### config.mk
export PLATFORM = sky130hd
export DESIGN_NAME = tpipe_core
export DESIGN_NICKNAME = d
export VERILOG_FILES = /design/src/rtl/tpipe_pkg.sv /design/src/rtl/tpipe_regfile.sv /design/src/rtl/tpipe_squeue.sv /design/src/rtl/tpipe_exec.sv /design/src/rtl/tpipe_core.sv
export SDC_FILE = /design/constraint.sdc
export NUM_CORES = 2
export LEC_CHECK = 0
export BUFFER_PORTS_ARGS = -buffer_cell sky130_fd_sc_hd__buf_2
export CAP_MARGIN = 20
export CORE_ASPECT_RATIO = 1.25
export CORE_MARGIN = 3
export CORE_UTILIZATION = 60
export DETAILED_ROUTE_END_ITERATION = 7
export PLACE_DENSITY = 0.76
export RECOVER_POWER = 100
export SYNTH_ARGS = -nofsm -noshare
export SYNTH_HDL_FRONTEND = slang
export SYNTH_HIERARCHICAL = 1
export SYNTH_SLANG_ARGS = --single-unit
### constraint.sdc
create_clock -name clk_i -period 21.8 [get_ports clk_i]
set_clock_uncertainty 0.15 [all_clocks]
set_input_delay 4.36 -clock clk_i [delete_from_list [all_inputs] [get_ports clk_i]]
set_output_delay 4.36 -clock clk_i [all_outputs]
set_load 0.01 [all_outputs]
### src/rtl/tpipe_pkg.sv
package tpipe_pkg;
  localparam int REG_W   = 5;
  localparam int NREG    = 1 << REG_W;
  localparam int DATA_W  = 32;
  localparam int OP_W    = 2;
  localparam int INSTR_W = OP_W + 3 * REG_W;
  localparam int NFIND   = 2;

  typedef enum logic [OP_W-1:0] {
    OP_ADD   = 2'd0,
    OP_BZ    = 2'd1,
    OP_LOAD  = 2'd2,
    OP_STORE = 2'd3
  } op_e;

  typedef struct packed {
    op_e               op;
    logic [REG_W-1:0]  dst;
    logic [DATA_W-1:0] v1;
    logic [DATA_W-1:0] v2;
  } tmpl_t;

  function automatic logic writes_rf(op_e op);
    return (op == OP_ADD) || (op == OP_LOAD);
  endfunction
endpackage

### src/rtl/tpipe_regfile.sv
module tpipe_regfile
  import tpipe_pkg::*;
(
  input  logic              clk_i,
  input  logic              rst_ni,
  input  logic [REG_W-1:0]  raddr0_i,
  input  logic [REG_W-1:0]  raddr1_i,
  output logic [DATA_W-1:0] rdata0_o,
  output logic [DATA_W-1:0] rdata1_o,
  input  logic              we_i,
  input  logic [REG_W-1:0]  waddr_i,
  input  logic [DATA_W-1:0] wdata_i
);
  logic [DATA_W-1:0] regs_q [NREG];

  always_ff @(posedge clk_i or negedge rst_ni) begin
    if (!rst_ni) begin
      for (int i = 0; i < NREG; i++) regs_q[i] <= '0;
    end else if (we_i) begin
      regs_q[waddr_i] <= wdata_i;
    end
  end

  // Read sees the value before this cycle's write; the queue search covers the gap.
  assign rdata0_o = regs_q[raddr0_i];
  assign rdata1_o = regs_q[raddr1_i];
endmodule

### src/rtl/tpipe_squeue.sv
module tpipe_squeue
  import tpipe_pkg::*;
#(
  parameter int DEPTH = 2
) (
  input  logic                        clk_i,
  input  logic                        rst_ni,
  input  logic                        push_i,
  input  tmpl_t                       push_data_i,
  input  logic                        pop_i,
  input  logic                        clear_i,
  output tmpl_t                       head_o,
  output logic                        head_valid_o,
  output logic                        full_o,
  input  logic [NFIND-1:0][REG_W-1:0] find_name_i,
  output logic [NFIND-1:0]            find_hit_o
);
  localparam int PTR_W = (DEPTH > 1) ? $clog2(DEPTH) : 1;
  localparam logic [PTR_W-1:0] LAST = PTR_W'(DEPTH - 1);

  tmpl_t             slots_q [DEPTH];
  logic [DEPTH-1:0]  valid_q;
  logic [PTR_W-1:0]  head_q, tail_q;

  function automatic logic [PTR_W-1:0] next_ptr(logic [PTR_W-1:0] p);
    return (p == LAST) ? '0 : p + 1'b1;
  endfunction

  always_ff @(posedge clk_i or negedge rst_ni) begin
    if (!rst_ni) begin
      valid_q <= '0;
      head_q  <= '0;
      tail_q  <= '0;
    end else if (clear_i) begin
      valid_q <= '0;
      head_q  <= '0;
      tail_q  <= '0;
    end else begin
      if (pop_i) begin
        valid_q[head_q] <= 1'b0;
        head_q          <= next_ptr(head_q);
      end
      if (push_i) begin
        valid_q[tail_q] <= 1'b1;
        tail_q          <= next_ptr(tail_q);
      end
    end
  end

  always_ff @(posedge clk_i) begin
    if (push_i && !clear_i) slots_q[tail_q] <= push_data_i;
  end

  assign head_o       = slots_q[head_q];
  assign head_valid_o = valid_q[head_q];
  assign full_o       = &valid_q;

  // Conservative search: the entry being popped this cycle still counts.
  for (genvar f = 0; f < NFIND; f++) begin : g_find
    logic [DEPTH-1:0] match;
    for (genvar s = 0; s < DEPTH; s++) begin : g_slot
      assign match[s] = valid_q[s] && writes_rf(slots_q[s].op) &&
                        (slots_q[s].dst == find_name_i[f]);
    end
    assign find_hit_o[f] = |match;
  end

  AST_NO_OVERFLOW: assert property (@(posedge clk_i) disable iff (!rst_ni)
    push_i |-> (!full_o || pop_i));
  AST_NO_POP_EMPTY: assert property (@(posedge clk_i) disable iff (!rst_ni)
    pop_i |-> head_valid_o);
  AST_CLEAR_EMPTIES: assert property (@(posedge clk_i) disable iff (!rst_ni)
    clear_i |=> (valid_q == '0));
endmodule

### src/rtl/tpipe_exec.sv
module tpipe_exec
  import tpipe_pkg::*;
(
  input  tmpl_t             head_i,
  input  logic              head_valid_i,
  input  logic [DATA_W-1:0] dmem_rdata_i,
  output logic              pop_o,
  output logic              taken_o,
  output logic [DATA_W-1:0] target_o,
  output logic              rf_we_o,
  output logic [REG_W-1:0]  rf_waddr_o,
  output logic [DATA_W-1:0] rf_wdata_o,
  output logic              dmem_we_o,
  output logic [DATA_W-1:0] dmem_addr_o,
  output logic [DATA_W-1:0] dmem_wdata_o
);
  always_comb begin
    pop_o        = 1'b0;
    taken_o      = 1'b0;
    rf_we_o      = 1'b0;
    rf_wdata_o   = '0;
    dmem_we_o    = 1'b0;
    dmem_addr_o  = '0;
    dmem_wdata_o = '0;
    if (head_valid_i) begin
      unique case (head_i.op)
        OP_ADD: begin
          rf_we_o    = 1'b1;
          rf_wdata_o = head_i.v1 + head_i.v2;
          pop_o      = 1'b1;
        end
        OP_BZ: begin
          if (head_i.v1 == '0) taken_o = 1'b1;
          else                 pop_o   = 1'b1;
        end
        OP_LOAD: begin
          dmem_addr_o = head_i.v1;
          rf_we_o     = 1'b1;
          rf_wdata_o  = dmem_rdata_i;
          pop_o       = 1'b1;
        end
        OP_STORE: begin
          dmem_addr_o  = head_i.v2;
          dmem_wdata_o = head_i.v1;
          dmem_we_o    = 1'b1;
          pop_o        = 1'b1;
        end
        default: ;
      endcase
    end
  end

  assign target_o   = head_i.v2;
  assign rf_waddr_o = head_i.dst;
endmodule

### src/rtl/tpipe_core.sv
module tpipe_core
  import tpipe_pkg::*;
#(
  parameter int QDEPTH = 2
) (
  input  logic               clk_i,
  input  logic               rst_ni,
  output logic [DATA_W-1:0]  imem_addr_o,
  input  logic [INSTR_W-1:0] imem_data_i,
  output logic [DATA_W-1:0]  dmem_addr_o,
  output logic [DATA_W-1:0]  dmem_wdata_o,
  output logic               dmem_we_o,
  input  logic [DATA_W-1:0]  dmem_rdata_i
);
  logic [DATA_W-1:0] pc_q;

  // Decode
  op_e              dec_op;
  logic [REG_W-1:0] fld_a, fld_b, fld_c;
  logic [REG_W-1:0] src0, src1;
  logic             use1;
  assign dec_op = op_e'(imem_data_i[INSTR_W-1 -: OP_W]);
  assign fld_a  = imem_data_i[3*REG_W-1 -: REG_W];
  assign fld_b  = imem_data_i[2*REG_W-1 -: REG_W];
  assign fld_c  = imem_data_i[REG_W-1:0];
  assign src0   = (dec_op == OP_ADD || dec_op == OP_LOAD) ? fld_b : fld_a;
  assign src1   = (dec_op == OP_ADD) ? fld_c : fld_b;
  assign use1   = (dec_op != OP_LOAD);

  logic [DATA_W-1:0] rd0, rd1;
  logic              rf_we;
  logic [REG_W-1:0]  rf_waddr;
  logic [DATA_W-1:0] rf_wdata;

  tpipe_regfile u_rf (
    .clk_i    (clk_i),
    .rst_ni   (rst_ni),
    .raddr0_i (src0),
    .raddr1_i (src1),
    .rdata0_o (rd0),
    .rdata1_o (rd1),
    .we_i     (rf_we),
    .waddr_i  (rf_waddr),
    .wdata_i  (rf_wdata)
  );

  // Queue between stages
  tmpl_t                       push_tmpl, head;
  logic                        q_push, q_pop, q_full, head_valid, br_taken;
  logic [NFIND-1:0][REG_W-1:0] find_names;
  logic [NFIND-1:0]            find_hit;
  logic                        stall;
  logic [DATA_W-1:0]           br_target;

  assign find_names = {src1, src0};
  assign stall      = find_hit[0] || (use1 && find_hit[1]);
  assign push_tmpl  = '{op: dec_op, dst: fld_a, v1: rd0, v2: rd1};
  assign q_push     = !br_taken && !stall && (!q_full || q_pop);

  tpipe_squeue #(.DEPTH(QDEPTH)) u_q (
    .clk_i        (clk_i),
    .rst_ni       (rst_ni),
    .push_i       (q_push),
    .push_data_i  (push_tmpl),
    .pop_i        (q_pop),
    .clear_i      (br_taken),
    .head_o       (head),
    .head_valid_o (head_valid),
    .full_o       (q_full),
    .find_name_i  (find_names),
    .find_hit_o   (find_hit)
  );

  tpipe_exec u_exec (
    .head_i       (head),
    .head_valid_i (head_valid),
    .dmem_rdata_i (dmem_rdata_i),
    .pop_o        (q_pop),
    .taken_o      (br_taken),
    .target_o     (br_target),
    .rf_we_o      (rf_we),
    .rf_waddr_o   (rf_waddr),
    .rf_wdata_o   (rf_wdata),
    .dmem_we_o    (dmem_we_o),
    .dmem_addr_o  (dmem_addr_o),
    .dmem_wdata_o (dmem_wdata_o)
  );

  always_ff @(posedge clk_i or negedge rst_ni) begin
    if (!rst_ni)       pc_q <= '0;
    else if (br_taken) pc_q <= br_target;
    else if (q_push)   pc_q <= pc_q + 1'b1;
  end

  assign imem_addr_o = pc_q;

  AST_STALL_HOLDS_PC: assert property (@(posedge clk_i) disable iff (!rst_ni)
    (stall && !br_taken) |=> $stable(imem_addr_o));
  AST_TAKEN_NO_PUSH: assert property (@(posedge clk_i) disable iff (!rst_ni)
    br_taken |-> !q_push);
  AST_NOT_TAKEN_QUIET: assert property (@(posedge clk_i) disable iff (!rst_ni)
    (head_valid && head.op == OP_BZ && !br_taken) |-> (!rf_we && !dmem_we_o && q_pop));
  AST_STORE_POPS: assert property (@(posedge clk_i) disable iff (!rst_ni)
    dmem_we_o |-> (q_pop && !rf_we));
  AST_RESET_IDLE: assert property (@(posedge clk_i)
    !rst_ni |-> (!dmem_we_o && imem_addr_o == '0));
endmodule

==> results_dict.tcl <==
set metrics [dict create \
    status "finished, violations left" \
    violations "capacitance limit, slew limit" \
    ios 148 \
    cts_hold_buf 0 \
    rsz0062_at_grt "no" \
    maxCapViolations 42 \
    grt_use_met1 0.4673 \
    grtUsageMet2 0.5447 \
    grt_pass1_wl_mm 306.8 \
    ys_ff_latch 1202 \
    routedWlPerCell_microns 29.76 \
    async_flop_share 0.8819 \
    cts_buffers 118 \
    fmax_mhz 67.41 \
    cts_root_buf "clkbuf_16" \
    critPathLaunch "imem_data_i[15]" \
    htree_levels 3 \
    fin_cells 6995 \
    postRouteAntennaNets 0 \
    path_clk_slew_ns 0.06 \
    setup_viol 0 \
    synth_nets 5660 \
    dr.pass1.iters 6 \
    fill_cells 8433 \
    period_share 0.6805 \
    hold_path.class "flip-flop to flip-flop" \
    ys.flop_type "dfrtp_1" \
    reg2regPathDepth 14 \
    reg2reg_from "u_q/head_q$_DFFE_PN0P_" \
    ys_types 83 \
    r2r_end "u_q/slots_q[0][5]$_DFFE_PP_" \
    antenna_found_initial 5 \
    arrival_ns 15.12 \
    r2r_slack_ns 9.40 \
    vias_per_cell 6.959 \
    grt_max_degree 185 \
    synth_top_area_cell "dfrtp_1" \
    whs_path_depth 1 \
    wirelength_mm 208.2 \
    synth_top_area_frac 0.3958 \
    synthCells 5576 \
    post_cts_buffers 0 \
    power_leakage_nw 32.44 \
    crit_required_ns 22.09 \
    finalHoldViolCount 0 \
    layout.nets 5525 \
    grt_overflow 0 \
    synthTopCellsByArea "dfrtp_1, mux2_2, mux2i_1" \
    cp-start-kind "input port" \
    maxSlewHeadroom -2.616 \
    grt.total_usage 0.3504 \
    min_period_ns 14.84 \
    final_max_slew_viol_count 1902 \
    numClockSinks 1202 \
    area_growth_pct 6.704 \
    drc 0 \
    synth_area_sq_um 67020 \
    chipWidth_microns 304.9 \
    clock_path_buffers 3 \
    powerDensity_nw_per_um2 141.8 \
    yosysWarnings 6 \
    place.gp.congestion 0.9676 \
    worstSetupEndpointType "flip-flop" \
    finalSetupTns_ns 0 \
    postLayoutCoreUtil 0.6475 \
    initialDrtViolationCount 5656 \
    met3_usage 0.06783 \
    tritoncts "yes" \
    worstMarginPinSlew_ns 5.424 \
    cts_resized 0 \
    critPathMaxFanout 116 \
    start_util 0.6069 \
    drive_above_1_share 0.2614 \
    busiest_layer "met2" \
    rows 136 \
    path_class "input port to flip-flop" \
    vias 48680 \
    die_area_sq_um 115800 \
    clock_latency_ns 0.75 \
    worstSetupEndpoint "u_q/slots_q[0][10]$_DFFE_PP_" \
    placed_cells 6767 \
    coreArea_sq_um 110400 \
    die_h_microns 379.7 \
    peakVddDrop_mv 0.1122 \
    syn_area_per_cell_sq_um 12.02 \
    grt_pass1_vias 48180 \
    port_buffers 147 \
    seq_area_frac_synth 0.4594 \
    synth-edff-count 142 \
    dp_hpwl_mm 115.0 \
]
==> power breakdown <==
part,switching (mW),internal [mW],leakage (nW)
registers,0.550,3.13,14.9
logic,2.64,1.66,15.6
clock network,0.896,1.26,2.01
==> cells in the final DEF, fill, tap and decap left out, types with 19 or more instances in the layout <==
cell       instances
and2_1            25
o21ai_0           29
nor2_4            19
a22o_1           162
mux2_1            46
buf_4             60
a21oi_1          251
inv_1             25
nor2_1            38
a22oi_1          195
ha_1              32
clkbuf_1         173
clkbuf_16        123
a31oi_1           73
buf_2             55
nand2_1          285
mux2_2          1059
dfrtp_1         1060
xnor2_1           39
clkbuf_8          20
nand3_1          227
clkinv_2          22
edfxtp_1         142
mux2i_1         1028
nor3_1            78
==> worst min path at each step <==
stage / slack, ns / endpoint / startpoint
detailed placement: 0.35 / u_rf/regs_q[610]$_DFFE_PN0P_ / u_rf/regs_q[610]$_DFFE_PN0P_
floorplan: 0.33 / u_rf/regs_q[577]$_DFFE_PN0P_ / u_rf/regs_q[577]$_DFFE_PN0P_
finish: 0.36 / u_rf/regs_q[610]$_DFFE_PN0P_ / u_rf/regs_q[610]$_DFFE_PN0P_
global route: 0.39 / u_rf/regs_q[515]$_DFFE_PN0P_ / u_rf/regs_q[515]$_DFFE_PN0P_
CTS: 0.36 / u_rf/regs_q[610]$_DFFE_PN0P_ / u_rf/regs_q[610]$_DFFE_PN0P_
global placement: 0.34 / u_rf/regs_q[611]$_DFFE_PN0P_ / u_rf/regs_q[611]$_DFFE_PN0P_
==> cells in the mapped netlist, drive strengths merged (3+ instances only) <==
cell type,count
o22ai,3
and2,39
nand2b,10
clkbuf,216
o311ai,7
a31oi,73
o21ai,33
buf,309
mux2i,1028
a21o,15
nor2,60
nand3,227
o211ai,16
nor4,13
a221o,7
edfxtp,142
nand4,21
a21oi,252
xnor2,39
and3,13
xor2,8
or2,5
a22o,162
nand3b,6
mux2,1106
or4,6
a31o,6
a211o,3
dfrtp,1060
o21bai,4
nor3,78
ha,32
inv,25
nand2,303
nor3b,6
or3,3
nor2b,12
nor4b,3
a22oi,195
==> logic make-up after synthesis <==
family	after synthesis	share of synthesized area
flip-flops	1202	0.4594
AO/OA/AOI/OAI	798	0.08194
AND/OR/NAND/NOR	810	0.06036
XOR/XNOR	47	0.006142
buffers and inverters	552	0.04650
adder cells (fa/ha/maj)	33	0.006273
multiplexers	2134	0.3394
==> per-layer routing <==
metal  share of wire  vias to the layer above
li1                -                    20350
met1            0.40                    24880
met2            0.45                     2764
met3           0.099                      683
met4           0.059                        0
met5               0                        -
==> per-stage QoR <==
step                power [mW]  area, sq um  setup slack (ns)  hold WS, ns
floorplan                6.662        67020             9.537       0.3293
global placement         7.808        67840             12.21       0.3390
detailed placement       7.952        67840             12.03       0.3474
CTS                      10.12        71930             12.86       0.3607
global route             10.61        71500             6.271       0.3875
finish                   10.14        71510             6.965       0.3620
==> registers in the layout (all words and copies together) (netlist names) <==
| name | count |
|---|---|
| u_q/head_q | 1 |
| imem_addr_o | 32 |
| u_q/valid_q | 2 |
| u_q/tail_q | 1 |
| u_q/slots_q | 142 |
| u_rf/regs_q | 1024 |
==> worst max-delay path: stages <==
cell	delay [ns]
clkbuf_1	0.43
nor2_1	0.27
mux2_1	2.99
clkbuf_1	3.05
buf_12	0.66
clkbuf_1	2.11
mux2i_1	0.37
a22o_1	0.17
nor3_1	0.05
a31oi_1	0.26
nand3_1	0.18
==> layout make-up <==
type	count	area [sq um]	share of cell area
inverter	26	97.59	0.001365
antenna	3	7.507	0.0001050
timing repair buffer	271	1474	0.02061
sequential	1202	30790	0.4305
multi-input combinational	3822	33240	0.4648
clock inverter	52	635.6	0.008888
tap	1449	1813	0.02535
clock buffer	170	3455	0.04831
(Power assumes the default switching activity.)
